## src/rtl/virq_lr_pkg.sv

```systemverilog
package virq_lr_pkg;
  localparam int unsigned ST_W = 2;
  localparam logic [ST_W-1:0] ST_IDLE = 2'b00;
  localparam logic [ST_W-1:0] ST_PEND = 2'b01;
  localparam logic [ST_W-1:0] ST_ACT  = 2'b10;
  localparam logic [ST_W-1:0] ST_PACT = 2'b11;
endpackage

```

## src/rtl/virq_lr_pick.sv

```systemverilog
module virq_lr_pick #(
  parameter int unsigned N  = 4,
  parameter int unsigned IW = 2
) (
  input  logic [N-1:0]  req_i,
  output logic [IW-1:0] idx_o,
  output logic          any_o
);
  always_comb begin
    idx_o = '0;
    for (int i = N - 1; i >= 0; i--) begin
      if (req_i[i]) idx_o = IW'(i);
    end
    any_o = |req_i;
  end
endmodule

```

## src/rtl/virq_lr_entry.sv

```systemverilog
module virq_lr_entry #(
  parameter int unsigned ID_W = 10
) (
  input  logic            clk_i,
  input  logic            rst_ni,
  input  logic            wr_i,
  input  logic [ID_W-1:0] wr_vid_i,
  input  logic [ID_W-1:0] wr_pid_i,
  input  logic            wr_hw_i,
  input  logic [1:0]      wr_state_i,
  input  logic            clr_i,
  input  logic            ack_hit_i,
  input  logic            eoi_hit_i,
  output logic [ID_W-1:0] vid_o,
  output logic [ID_W-1:0] pid_o,
  output logic            hw_o,
  output logic            pend_o,
  output logic            act_o,
  output logic            fwd_o
);
  always_ff @(posedge clk_i or negedge rst_ni) begin
    if (!rst_ni) begin
      vid_o  <= '0;
      pid_o  <= '0;
      hw_o   <= 1'b0;
      pend_o <= 1'b0;
      act_o  <= 1'b0;
      fwd_o  <= 1'b0;
    end else if (clr_i) begin
      pend_o <= 1'b0;
      act_o  <= 1'b0;
      hw_o   <= 1'b0;
      fwd_o  <= 1'b0;
    end else if (wr_i) begin
      vid_o  <= wr_vid_i;
      pid_o  <= wr_pid_i;
      hw_o   <= wr_hw_i;
      pend_o <= wr_state_i[0];
      act_o  <= wr_state_i[1];
      fwd_o  <= 1'b0;
    end else begin
      pend_o <= pend_o & ~ack_hit_i;
      // linked entries hold Active after forwarding; only mark forwarded
      act_o  <= (act_o & ~(eoi_hit_i & ~hw_o)) | ack_hit_i;
      if (eoi_hit_i && hw_o) fwd_o <= 1'b1;
    end
  end
endmodule

```

## src/rtl/virq_lr_unit.sv

```systemverilog
module virq_lr_unit
  import virq_lr_pkg::*;
#(
  parameter int unsigned NUM_LR = 4,
  parameter int unsigned ID_W   = 10,
  localparam int unsigned IDX_W = (NUM_LR > 1) ? $clog2(NUM_LR) : 1
) (
  input  logic                 clk_i,
  input  logic                 rst_ni,
  input  logic                 host_wr_i,
  input  logic [IDX_W-1:0]     host_idx_i,
  input  logic [ID_W-1:0]      host_vid_i,
  input  logic [ID_W-1:0]      host_pid_i,
  input  logic                 host_hw_i,
  input  logic [ST_W-1:0]      host_state_i,
  input  logic                 host_clr_i,
  input  logic [IDX_W-1:0]     host_clr_idx_i,
  input  logic                 ack_i,
  output logic                 ack_vld_o,
  output logic [ID_W-1:0]      ack_vid_o,
  input  logic                 eoi_i,
  input  logic [ID_W-1:0]      eoi_vid_i,
  output logic                 pdeact_o,
  output logic [ID_W-1:0]      pdeact_pid_o,
  output logic                 wr_err_o,
  output logic                 eoi_err_o,
  output logic [NUM_LR*ST_W-1:0] lr_state_o,
  output logic [NUM_LR-1:0]    lr_hw_o
);
  localparam logic [ID_W-1:0] SPURIOUS = '1;

  logic [ID_W-1:0]  vid [NUM_LR];
  logic [ID_W-1:0]  pid [NUM_LR];
  logic [NUM_LR-1:0] hw, pend, act, fwd;
  logic [NUM_LR-1:0] ack_hit, eoi_hit, eoi_match;
  logic [IDX_W-1:0] ack_idx, eoi_idx;
  logic             ack_any, eoi_any;
  logic             wr_bad, wr_ok;

  assign wr_bad = host_wr_i & host_hw_i & (host_state_i == ST_PACT);
  assign wr_ok  = host_wr_i & ~wr_bad;

  virq_lr_pick #(.N(NUM_LR), .IW(IDX_W)) u_ack_pick (
    .req_i(pend), .idx_o(ack_idx), .any_o(ack_any)
  );

  virq_lr_pick #(.N(NUM_LR), .IW(IDX_W)) u_eoi_pick (
    .req_i(eoi_match), .idx_o(eoi_idx), .any_o(eoi_any)
  );

  for (genvar g = 0; g < NUM_LR; g++) begin : g_lr
    assign eoi_match[g] = act[g] & ~fwd[g] & (vid[g] == eoi_vid_i);
    assign ack_hit[g]   = ack_i & ack_any & (ack_idx == IDX_W'(g));
    assign eoi_hit[g]   = eoi_i & eoi_any & (eoi_idx == IDX_W'(g));

    virq_lr_entry #(.ID_W(ID_W)) u_entry (
      .clk_i      (clk_i),
      .rst_ni     (rst_ni),
      .wr_i       (wr_ok && host_idx_i == IDX_W'(g)),
      .wr_vid_i   (host_vid_i),
      .wr_pid_i   (host_pid_i),
      .wr_hw_i    (host_hw_i),
      .wr_state_i (host_state_i),
      .clr_i      (host_clr_i && host_clr_idx_i == IDX_W'(g)),
      .ack_hit_i  (ack_hit[g]),
      .eoi_hit_i  (eoi_hit[g]),
      .vid_o      (vid[g]),
      .pid_o      (pid[g]),
      .hw_o       (hw[g]),
      .pend_o     (pend[g]),
      .act_o      (act[g]),
      .fwd_o      (fwd[g])
    );

    assign lr_state_o[g*ST_W +: ST_W] = {act[g], pend[g]};
  end

  assign lr_hw_o = hw;

  always_ff @(posedge clk_i or negedge rst_ni) begin
    if (!rst_ni) begin
      ack_vld_o    <= 1'b0;
      ack_vid_o    <= '0;
      pdeact_o     <= 1'b0;
      pdeact_pid_o <= '0;
      wr_err_o     <= 1'b0;
      eoi_err_o    <= 1'b0;
    end else begin
      ack_vld_o <= ack_i;
      if (ack_i) ack_vid_o <= ack_any ? vid[ack_idx] : SPURIOUS;
      pdeact_o  <= eoi_i & eoi_any & hw[eoi_idx];
      if (eoi_i && eoi_any && hw[eoi_idx]) pdeact_pid_o <= pid[eoi_idx];
      wr_err_o  <= wr_bad;
      eoi_err_o <= eoi_err_o | (eoi_i & ~eoi_any);
    end
  end
endmodule

```

## config.mk

```make
export PLATFORM = sky130hd
export DESIGN_NAME = virq_lr_unit
export DESIGN_NICKNAME = d
export VERILOG_FILES = /design/src/rtl/virq_lr_pkg.sv /design/src/rtl/virq_lr_pick.sv /design/src/rtl/virq_lr_entry.sv /design/src/rtl/virq_lr_unit.sv
export SDC_FILE = /design/constraint.sdc
export NUM_CORES = 1
export LEC_CHECK = 0
export ABC_AREA = 1
export BUFFER_PORTS_ARGS = -buffer_cell sky130_fd_sc_hd__buf_2
export CORE_MARGIN = 2
export CORE_UTILIZATION = 30
export CTS_CLUSTER_DIAMETER = 40
export DETAILED_ROUTE_END_ITERATION = 10
export PLACE_DENSITY = 0.56
export SLEW_MARGIN = 25
export SYNTH_ARGS = -nofsm -noshare
export SYNTH_HDL_FRONTEND = slang
export SYNTH_SLANG_ARGS = --single-unit
export TNS_END_PERCENT = 1
```

## constraint.sdc

```tcl
create_clock -name clk_i -period 1.9 [get_ports clk_i]
set_input_delay 0.57 -clock clk_i [delete_from_list [all_inputs] [get_ports clk_i]]
set_output_delay 0.57 -clock clk_i [all_outputs]
set_load 0.02 [all_outputs]
```

# Word level (Yosys, flattened, before mapping)
# Cells that the tools add are included.
[word_totals]
regBits = 120
out_inout_bits = 36
[classes]
magnitude_cmp = 3
eq_ne = 17
n_mux = 53
bitwise = 64
n_reduce_logical = 32
[op_table]
columns = ["cell", "n"]
rows = [
  ["$mux 10", 5],
  ["$bmux 10 s2", 2],
  ["$eq 10x10->1", 4],
  ["$mux 1", 37],
  ["$and 1x1->1", 35],
  ["$not 1->1", 22],
  ["$eq 2x2->1 const B", 9],
  ["$mux 2", 8],
  ["$logic_and 1x1->1", 14],
  ["$reduce_bool 3->1", 4],
  ["$eq 2x1->1 const B", 4],
  ["$logic_not 2->1", 4],
  ["$reduce_and 2->1", 4],
  ["$reduce_bool 2->1", 4],
  ["$reduce_or 4->1", 2],
  ["$ge 3x3->1 const B", 2],
  ["$not 2->3", 2],
  ["$or 1x1->1", 5],
  ["$lt 2x3->1 const B", 1],
  ["$bmux 1 s2", 1],
]

# Longest topological paths before layout
# Gate-level depths: netlist (run 1).
[depth]
ltp_word = 15
depth_mapped = 18
ltp_nobuf = 16

# Hierarchy
# Synthesis (run 1) repeated with hierarchy kept, for this count alone.
[hier_totals]
cells_unflattened = 930
hier_area_um2 = 6578.8
[by_module_without_submodules]
columns = ["module", "n_inst", "cells_each", "area_per_inst_um2"]
rows = [
  ["virq_lr_entry", 4, 111, 1013.5],
  ["virq_lr_unit", 1, 468, 2432.3],
  ["virq_lr_pick", 2, 9, 46.3],
]

# Worst setup path after synthesis (run 1)
# Ideal clock, no wire load.
[synth_path]
path_type = "input -> register"
start = "in eoi_vid_i[5]"
end = "reg pdeact_pid_o[0]"
t_arrival_ps = 1958
t_required_ps = 1783
slack_ps = -176
cell_stages = 14
path_cell_list = "buf_2 > inv_2 > nand2_1 > nand2_1 > nand3_1 > nor2_1 > nand3_1 > nand2_1 > nor2_1 > nor2_4 > nand4_1 > buf_2 > nand4_1 > nand2_1"
[synth_between]
elab_chain_cells = 10
word_cells_on_any_way = 21
cone_classes = "4 x eq/ne; 9 x mux; 5 x bitwise; 3 x reduce/logical"
[synth_rtl]
columns = ["item", "line_no", "text"]
rows = [
  ["start: declaration", "virq_lr_unit.sv:22", "input logic [ID_W-1:0] eoi_vid_i,"],
  ["$eq 10x10->1", "virq_lr_unit.sv:52", "assign eoi_match[g] = act[g] & ~fwd[g] & (vid[g] == eoi_vid_i);"],
  ["$and 1x1->1", "virq_lr_unit.sv:52", ""],
  ["$mux 2 (4 in a row)", "virq_lr_pick.sv:12", "if (req_i[i]) idx_o = IW'(i);"],
  ["$not 2->3 (not written as such)", "virq_lr_unit.sv:92", "if (eoi_i && eoi_any && hw[eoi_idx]) pdeact_pid_o <= pid[eoi_idx];"],
  ["$bmux 10 s2", "virq_lr_unit.sv:92", ""],
  ["$mux 10 (not written as such) (2 in a row)", "virq_lr_unit.sv:92", ""],
  ["end signal: assignment", "virq_lr_unit.sv:92", ""],
  ["end: declaration", "virq_lr_unit.sv:24", "output logic [ID_W-1:0] pdeact_pid_o,"],
]
# Several ways; a longest one is shown, not always the timed one. The select of a mux whose other input is x is not followed.
# A chain may end at the register's enable or synchronous reset.

# Worst setup path in the final report (run 1)
[layout_path]
start = "reg g_lr[2].u_entry.vid_o[5]"
end = "reg pdeact_pid_o[2]"
[layout_between]
elab_chain_cells = 9
word_cells_on_any_way = 14
cone_classes = "1 x eq/ne; 8 x mux; 2 x bitwise; 3 x reduce/logical"
[layout_rtl]
columns = ["item", "line_no", "text"]
rows = [
  ["start: declaration", "virq_lr_entry.sv:14", "output logic [ID_W-1:0] vid_o,"],
  ["start signal: assignment", "virq_lr_entry.sv:35", "vid_o <= wr_vid_i;"],
  ["$eq 10x10->1 (*)", "virq_lr_unit.sv:52", ""],
  ["$and 1x1->1 (*)", "virq_lr_unit.sv:52", ""],
  ["$mux 2 (3 in a row)", "virq_lr_pick.sv:12", ""],
  ["$not 2->3 (not written as such)", "virq_lr_unit.sv:92", ""],
  ["$bmux 10 s2", "virq_lr_unit.sv:92", ""],
  ["$mux 10 (not written as such) (2 in a row)", "virq_lr_unit.sv:92", ""],
]
# Every way passes the cells marked *; elsewhere a longest branch is shown, timed or not. The select of a mux whose other input is x is not followed.

==> results of run 1 <==
## through the flow
| stage | cells | TNS, ns | util [%] | instance area (um2) |
|---|---|---|---|---|
| floorplan | 908 | -1.16 | - | 6530 |
| global placement | 1350 | -18.51 | 38.3 | 8080 |
| detailed placement | 1350 | -19.40 | 38.3 | 8080 |
| CTS | 1386 | -1.14 | 41.6 | 8770 |
| global route | 1388 | -3.12 | 42.1 | 8870 |
| finish | 1388 | -0.852 | 42.1 | 8870 |
## what timing repair did
item,CTS,global route
buffers inserted,3,1
pin swaps,10,22
hold buffers,1,0
endpoints found under the hold margin,2,0
gates resized for setup,16,34
endpoints found under the setup margin,15,21
## report_power, final
| group | internal (mW) | switching, mW |
|---|---|---|
| sequential | 3.01 | 0.285 |
| combinational | 1.00 | 1.45 |
| clock | 1.90 | 1.38 |
| total | 5.91 | 3.12 |
## path summary, 6_finish.rpt
| path | endpoint | slack [ns] | depth (start not counted) |
|---|---|---|---|
| max in group asynchronous | pdeact_pid_o[8] | 0.68 | 3 |
| hold reg to reg | ack_vid_o[5] | 0.48 | 2 |
| hold / removal | g_lr[2].u_entry.pid_o[3] | 0.36 | 3 |
| min in group asynchronous | ack_vid_o[2] | 0.55 | 2 |
| setup reg to reg | pdeact_pid_o[2] | -0.11 | 14 |
| setup / recovery | pdeact_pid_o[2] | -0.11 | 14 |
## logic make-up after synthesis
logic type | count (synthesis)
xor+xnor | 6
buf+inv | 181
flops | 120
compound gates | 138
simple gates | 463
## layout make-up
| cell class | instances | share of cell area (%) |
|---|---|---|
| sequential | 120 | 33.9 |
| multi-input combinational | 607 | 32.3 |
| timing repair buffer | 211 | 17.2 |
| inverter | 142 | 6.06 |
| clock buffer | 18 | 4.95 |
| tap | 275 | 3.88 |
| clock inverter | 14 | 1.71 |
| antenna | 1 | 0.0282 |
## cell usage after synthesis, drive strengths merged, types with 3 or more instances
master | count | share of area (%)
nand4 | 17 | 1.6
a21oi | 22 | 1.8
buf | 26 | 2.7
o22ai | 4 | 0.39
a221oi | 7 | 0.95
nand3 | 39 | 3.2
dfrtp | 120 | 47
inv | 142 | 8.3
o21ai | 100 | 7.8
xnor2 | 4 | 0.54
nor2 | 103 | 6.4
clkbuf | 13 | 0.76
or2 | 3 | 0.29
nor3 | 8 | 0.70
nand2 | 290 | 17
## state kept, by name, summed over array words and instances, names as in the netlist
signal,cells
ack_vid_o,10
g_lr.u_entry.fwd_o,4
g_lr.u_entry.pend_o,4
ack_vld_o,1
eoi_err_o,1
g_lr.u_entry.hw_o,4
g_lr.u_entry.vid_o,40
pdeact_pid_o,10
g_lr.u_entry.pid_o,40
pdeact_o,1
g_lr.u_entry.act_o,4
wr_err_o,1
## per-layer routing
metal / GRT usage, % / part of all wire [%] / up-vias
li1: - / - / 3212
met1: 28.8 / 49 / 2997
met2: 30.3 / 44 / 174
met3: 3.76 / 5.1 / 30
met4: 6.82 / 2.1 / 0
met5: 0 / 0 / -
## worst reg2reg max path: cells and delay by family (launching register included)
family        cells  cell delay, ns
simple gates     10            0.99
xor+xnor          1            0.20
buf+inv           3            0.30
flops             1            0.40
==> impl_results.md, run 1 <==
* Count of final hold-check violations at 0
* Bufs and invs on worst path at 3
* Mapped Area at 6460 um2
* Input/output buffers at 78
* Register bit count reported by yosys at 120
* Clk slew on worst S/H paths at 0.07 ns
* Proportion of synthesized area in mux cells at 0%
* Data required time at the worst endpoint at 2.21 ns
* Category of cells accounting for the largest share of critical-path delay: simple AND/OR/NAND/NOR gates
* Final Critical Period at 2.01 ns
* Worst endpoint data arrival time at 2.32 ns
* Tightest hold margin at 0.364 ns
* Multi-input logic area at 2870 um2
* Vias in the first global route at 6098
* Routed wire length per instance at 15.8 um
* Final-report setup violation count at 12
* Count of fill cells added during filler insertion at 2183
* Maximum clock frequency at 0.498 GHz
* EDFF count, synth at 0
* DR iter-0 viols at 384
* Cell at the slowest stage of the critical path: sky130_fd_sc_hd__dfrtp_1
* Actual slew at the worst max-slew pin at 0.483 ns
* Failing checks: negative setup slack
* Worst slew slack as a fraction of its limit at 67.8%
* RePlAce Congestion at 0.969
* Vias after detailed routing at 6413
* Result of the run: finished, violations left
* Ratio of cells with drive above 1 in the final layout at 28.0%
* Net count after synthesis at 951
* Slowest Stage Delay on Critical Path at 0.40 ns
* Worst hold path startpoint: host_pid_i[3]
* Maximum number of pins on one net before global-route repair at 46
* Portion of the clock cycle consumed by the worst path in the final layout at 106%
* Compound-cell area share of the yosys netlist at 11.5%
* Residual DRC at 0
* YS warnings at 0
* Pre-antenna DRT Iters at 5
* Initial Utilization at 30.6%
* Static leakage at 4.68 nW
* Type of the worst setup path: register to register
* Gate count after technology mapping at 908
* DRT antenna net count at 0
* Detailed placement HPWL at 16.3 mm
* Initial antenna violation count at 1
* Wire length of the first global-routing pass at 33.8 mm
* Simple-gate area share of the yosys netlist at 29.5%
* Setup repair after global routing missed its margin: true
* Slew Limit Fails at 0
* Total number of H-tree levels at 4
* Area added between synthesis and finish at 37.4%
* Type of the worst min-delay path: primary input to register
* CP max FO at 4
* Power per unit of standard cell area at 1020 nW/um2
* Total power after layout at 9.03 mW
* Nets@finish at 1142
* Sequential fraction of the synthesis area at 46.5%
* Number of top-level pins at 79
* Root Buffer: sky130_fd_sc_hd__clkbuf_16
* Leading cell type in the layout, fill and taps excluded: sky130_fd_sc_hd__nand2_1
* TritonCTS buffer count at 17
* DRT Wirelength at 21.9 mm
* Critical-path cell list: xnor2_2 > nand2_1 > nor2_2 > nand3_2 > nand2_4 > inv_4 > nor2_4 > nor2_4 > buf_4 > buf_6 > nand2_1 > nand3_1 > nand2_1 > nand2_1
* Number of sinks handled by clock tree synthesis at 120
* TritonCTS clock tree: yes
* Combinational family with the most area after synthesis: simple AND/OR/NAND/NOR gates
* Core area at 21100 um2
* Overall die height at 151 um
* Total of max-cap violations at 0
* Die width at 151 um
* Setup ws final at -0.108 ns
* Capturing element type of the critical path: register
* # rows at 53
* Synthesized area per cell at 7.11 um2
* Reg2reg start: g_lr[2].u_entry.vid_o[5]
* Total global routing overflow at 0
* Setup Skew at 0.00707 ns
* Detailed-route vias per instance at 4.62
* Clock latency on the worst-skew pair at 0.43 ns
* Worst slack at placement at -0.542 ns
* Fraction of the mapped netlist area in adder cells at 0%
* Most used cells in the layout excluding fill and tap cells: 270 x sky130_fd_sc_hd__nand2_1, 127 x sky130_fd_sc_hd__inv_1, 120 x sky130_fd_sc_hd__dfrtp_1
* Sequential cell area in the final layout at 3000 um2
* Area enclosed by the die boundary at 22700 um2
* Dominant synthesized flop cell: sky130_fd_sc_hd__dfrtp_1
* Startpoint class of the critical path: register
* Post-synthesis async set-or-reset flop share at 100%
* Cell with the most instances on the worst path: sky130_fd_sc_hd__nand2_1
* GR Util All Layers at 20.1%
* Maximum count of clock buffers along a single path at 2
* Worst Setup SP: g_lr[2].u_entry.vid_o[5]
* Highest ir drop seen on vdd at 0.000359 V
* Xor/xnor cell area share of the yosys netlist at 0.814%
* Post-synth cell types at 32
Note: power is estimated with default switching activity, not from simulation.
==> run 2: changes to the inputs <==
- SYNTH_HIERARCHICAL: not set -> 1
==> run 2 against run 1 <==
  * The run still ends with negative setup slack left
  * Die area is 1.8% higher
  * Flip-flop and latch count stayed put
  * Register-to-register slack worse by 0.15 ns
  * Global-route usage is 0.67 points lower
  * Critical endpoint is now pdeact_pid_o[7]
  * Highest routed layer unchanged
==> impl_results.md, run 2 <==
* Data required time at the worst endpoint at 2.20 ns
* Wire length of the first global-routing pass at 34.8 mm
* Core area at 21700 um2
* Static leakage at 4.79 nW
* Slowest Stage Delay on Critical Path at 0.40 ns
* Type of the worst min-delay path: primary input to async pin
* Register bit count reported by yosys at 120
* RePlAce Congestion at 0.880
* Routed wire length per instance at 15.8 um
* Pre-antenna DRT Iters at 5
* Most used cells in the layout excluding fill and tap cells: 441 x sky130_fd_sc_hd__nand2_1, 123 x sky130_fd_sc_hd__nand3_1, 120 x sky130_fd_sc_hd__dfrtp_1
* Bufs and invs on worst path at 2
* Count of fill cells added during filler insertion at 2261
* Setup ws final at -0.261 ns
* Highest ir drop seen on vdd at 0.000564 V
* Slew Limit Fails at 0
* Number of top-level pins at 79
* Input/output buffers at 78
* Total number of H-tree levels at 4
* Worst slew slack as a fraction of its limit at 75.9%
* Post-synth cell types at 25
* Fin util at 39.9%
* Power per unit of standard cell area at 1030 nW/um2
* Area enclosed by the die boundary at 23100 um2
* Die width at 152 um
* Residual DRC at 0
* Area added between synthesis and finish at 31.6%
* Result of the run: finished, violations left
* Vias in the first global route at 6293
* Clock latency on the worst-skew pair at 0.42 ns
* Maximum number of pins on one net before global-route repair at 31
* Type of the worst setup path: register to register
* Count of final hold-check violations at 0
* Number of sinks handled by clock tree synthesis at 120
* DR iter-0 viols at 552
* Overall die height at 152 um
* Actual slew at the worst max-slew pin at 0.359 ns
* Final-report setup violation count at 19
* Leading cell type in the layout, fill and taps excluded: sky130_fd_sc_hd__nand2_1
* Capturing element type of the critical path: register
* Category of cells accounting for the largest share of critical-path delay: simple AND/OR/NAND/NOR gates
* Multi-input logic area at 3010 um2
* EDFF count, synth at 0
* Sequential cell area in the final layout at 3000 um2
* Synthesized area per cell at 7.07 um2
* Maximum count of clock buffers along a single path at 2
* Cell type with the highest aggregate area in the netlist: sky130_fd_sc_hd__dfrtp_1
* Most frequent cells after synthesis: 446 x sky130_fd_sc_hd__nand2_1, 123 x sky130_fd_sc_hd__nand3_1, 120 x sky130_fd_sc_hd__dfrtp_1
* Cell at the slowest stage of the critical path: sky130_fd_sc_hd__dfrtp_1
* Portion of the clock cycle consumed by the worst path in the final layout at 114%
* Post-synthesis async set-or-reset flop share at 100%
* Sequential fraction of the synthesis area at 45.6%
* DRT antenna net count at 0
* YS warnings at 6
* Net count after synthesis at 973
* Worst slack at placement at -0.592 ns
* CP max FO at 6
* TritonCTS clock tree: yes
* Root Buffer: sky130_fd_sc_hd__clkbuf_16
* Mapped Area at 6580 um2
* Failing checks: negative setup slack
* Ratio of cells with drive above 1 in the final layout at 25.0%
* Total global routing overflow at 0
* Maximum clock frequency at 0.463 GHz
* Dominant synthesized flop cell: sky130_fd_sc_hd__dfrtp_1
* Area share of the leading cell type in the synthesized netlist at 45.6%
* Cell with the most instances after synthesis: sky130_fd_sc_hd__nand2_1
* GR Util All Layers at 19.4%
* Worst endpoint data arrival time at 2.47 ns
* Setup Skew at 0.0114 ns
* Detailed placement HPWL at 16.3 mm
* TritonCTS buffer count at 17
* Worst Setup SP: g_lr[3].u_entry/vid_o[4]
* Startpoint class of the critical path: register
* Setup repair after global routing missed its margin: true
* Largest registers: g_lr.u_entry/pid_o (40), g_lr.u_entry/vid_o (40)
* Critical-path cell list: xnor2_1 > nand2_1 > nor2_1 > nand2_1 > nor2_1 > nand2_2 > a21oi_2 > buf_12 > nand2_1 > nand2_1 > nand2_1 > nand2_2 > nand2_2 > buf_4 > nand2_1 > nand2_1
* Total power after layout at 8.90 mW
* DRT Wirelength at 22.0 mm
* Total of max-cap violations at 0
* Nets@finish at 1143
* Gate count after technology mapping at 930
* # rows at 54
* Top area cells in the synthesized netlist: sky130_fd_sc_hd__dfrtp_1 46%, sky130_fd_sc_hd__nand2_1 25%, sky130_fd_sc_hd__nand3_1 9.4%
* Initial Utilization at 30.3%
* Clk slew on worst S/H paths at 0.06 ns
* Final Critical Period at 2.16 ns
* Cell with the most instances on the worst path: sky130_fd_sc_hd__nand2_1
* Reg2reg start: g_lr[3].u_entry/vid_o[4]
* Detailed-route vias per instance at 4.62
* Initial antenna violation count at 2
* Vias after detailed routing at 6439
## run 2: changes by cell type after synthesis, sizes merged, moves of 5 or more
cell / change
buf: +9
nand4: -15
a21oi: -16
inv: -56
a221oi: -7
xnor2: +5
o21ai: -87
nand3: +84
nor2: -37
clkbuf: -9
nand2: +161
## run 2: final cells by class
cell class,instances,area share [%]
Antenna cell,2,0.0578
Tap cell,280,4.05
Sequential cell,120,34.7
Inverter,86,4.02
Multi-Input combinational cell,685,34.8
Timing Repair Buffer,190,15.3
Clock inverter,13,1.95
Clock buffer,19,5.11
## run 2: power by group
group	leakage (nW)	switching (mW)	total (mW)	internal, mW
Combinational	2.99	1.32	2.22	0.899
Clock	0.287	1.26	3.36	2.11
Sequential	1.51	0.315	3.31	3.00
## run 2: logic make-up (layout without fill, tap and decap cells)
| kind of cell | Yosys count | count (layout) | synth area share, % |
|---|---|---|---|
| and+or+nand+nor | 652 | 652 | 40.8 |
| buffers and inverters | 125 | 308 | 10.2 |
| DFF | 120 | 120 | 45.6 |
| AOI/OAI and AO/OA | 24 | 24 | 2.21 |
| xor gates and xnor gates | 9 | 9 | 1.20 |
| other | 0 | 2 | 0 |
## run 2: worst register-to-register path: cells and delay by family, from the launching register on
| family | cells | cell delay (ns) |
|---|---|---|
| compound gates | 1 | 0.22 |
| xor+xnor | 1 | 0.19 |
| buf+inv | 2 | 0.31 |
| flops | 1 | 0.40 |
| simple gates | 12 | 0.93 |
## run 2: worst paths after layout
path                                            end  slack (ns)  cells past startpoint
max in group asynchronous              ack_vid_o[3]        1.32                      2
setup / recovery                    pdeact_pid_o[7]       -0.26                     16
min in group clk_i                         wr_err_o        0.40                      3
setup reg to reg                    pdeact_pid_o[7]       -0.26                     16
hold / removal               g_lr[2].u_entry/pend_o        0.05                      1
hold reg to reg            g_lr[0].u_entry/pid_o[6]        0.47                      2
## run 2: per-layer routing
metal	up-vias	GRT usage [%]	share of wire, %
met2	183	31.9	48
met1	3010	25.7	45
met3	28	4.05	5.3
met5	-	0	0
li1	3218	-	-
met4	0	6.14	1.9
## run 2: what timing repair did
action                                  in CTS  in global routing
pin swaps                                    9                  9
endpoints found under the setup margin      19                 19
gates resized for setup                     11                  8
hold buffers                                 0                  0
buffers inserted                             0                  2
cloned                                       0                  1
## run 2: per-stage QoR
stage | hold slack, ns | instances | setup TNS, ns | cell area (um2)
floorplan | 0.274 | 930 | -1.28 | 6670
detailed placement | 0.459 | 1358 | -11.30 | 7960
CTS | 0.0449 | 1390 | -3.05 | 8620
global route | 0.0521 | 1393 | -6.88 | 8650
global placement | 0.454 | 1358 | -10.35 | 7960
finish | 0.0532 | 1395 | -3.73 | 8660
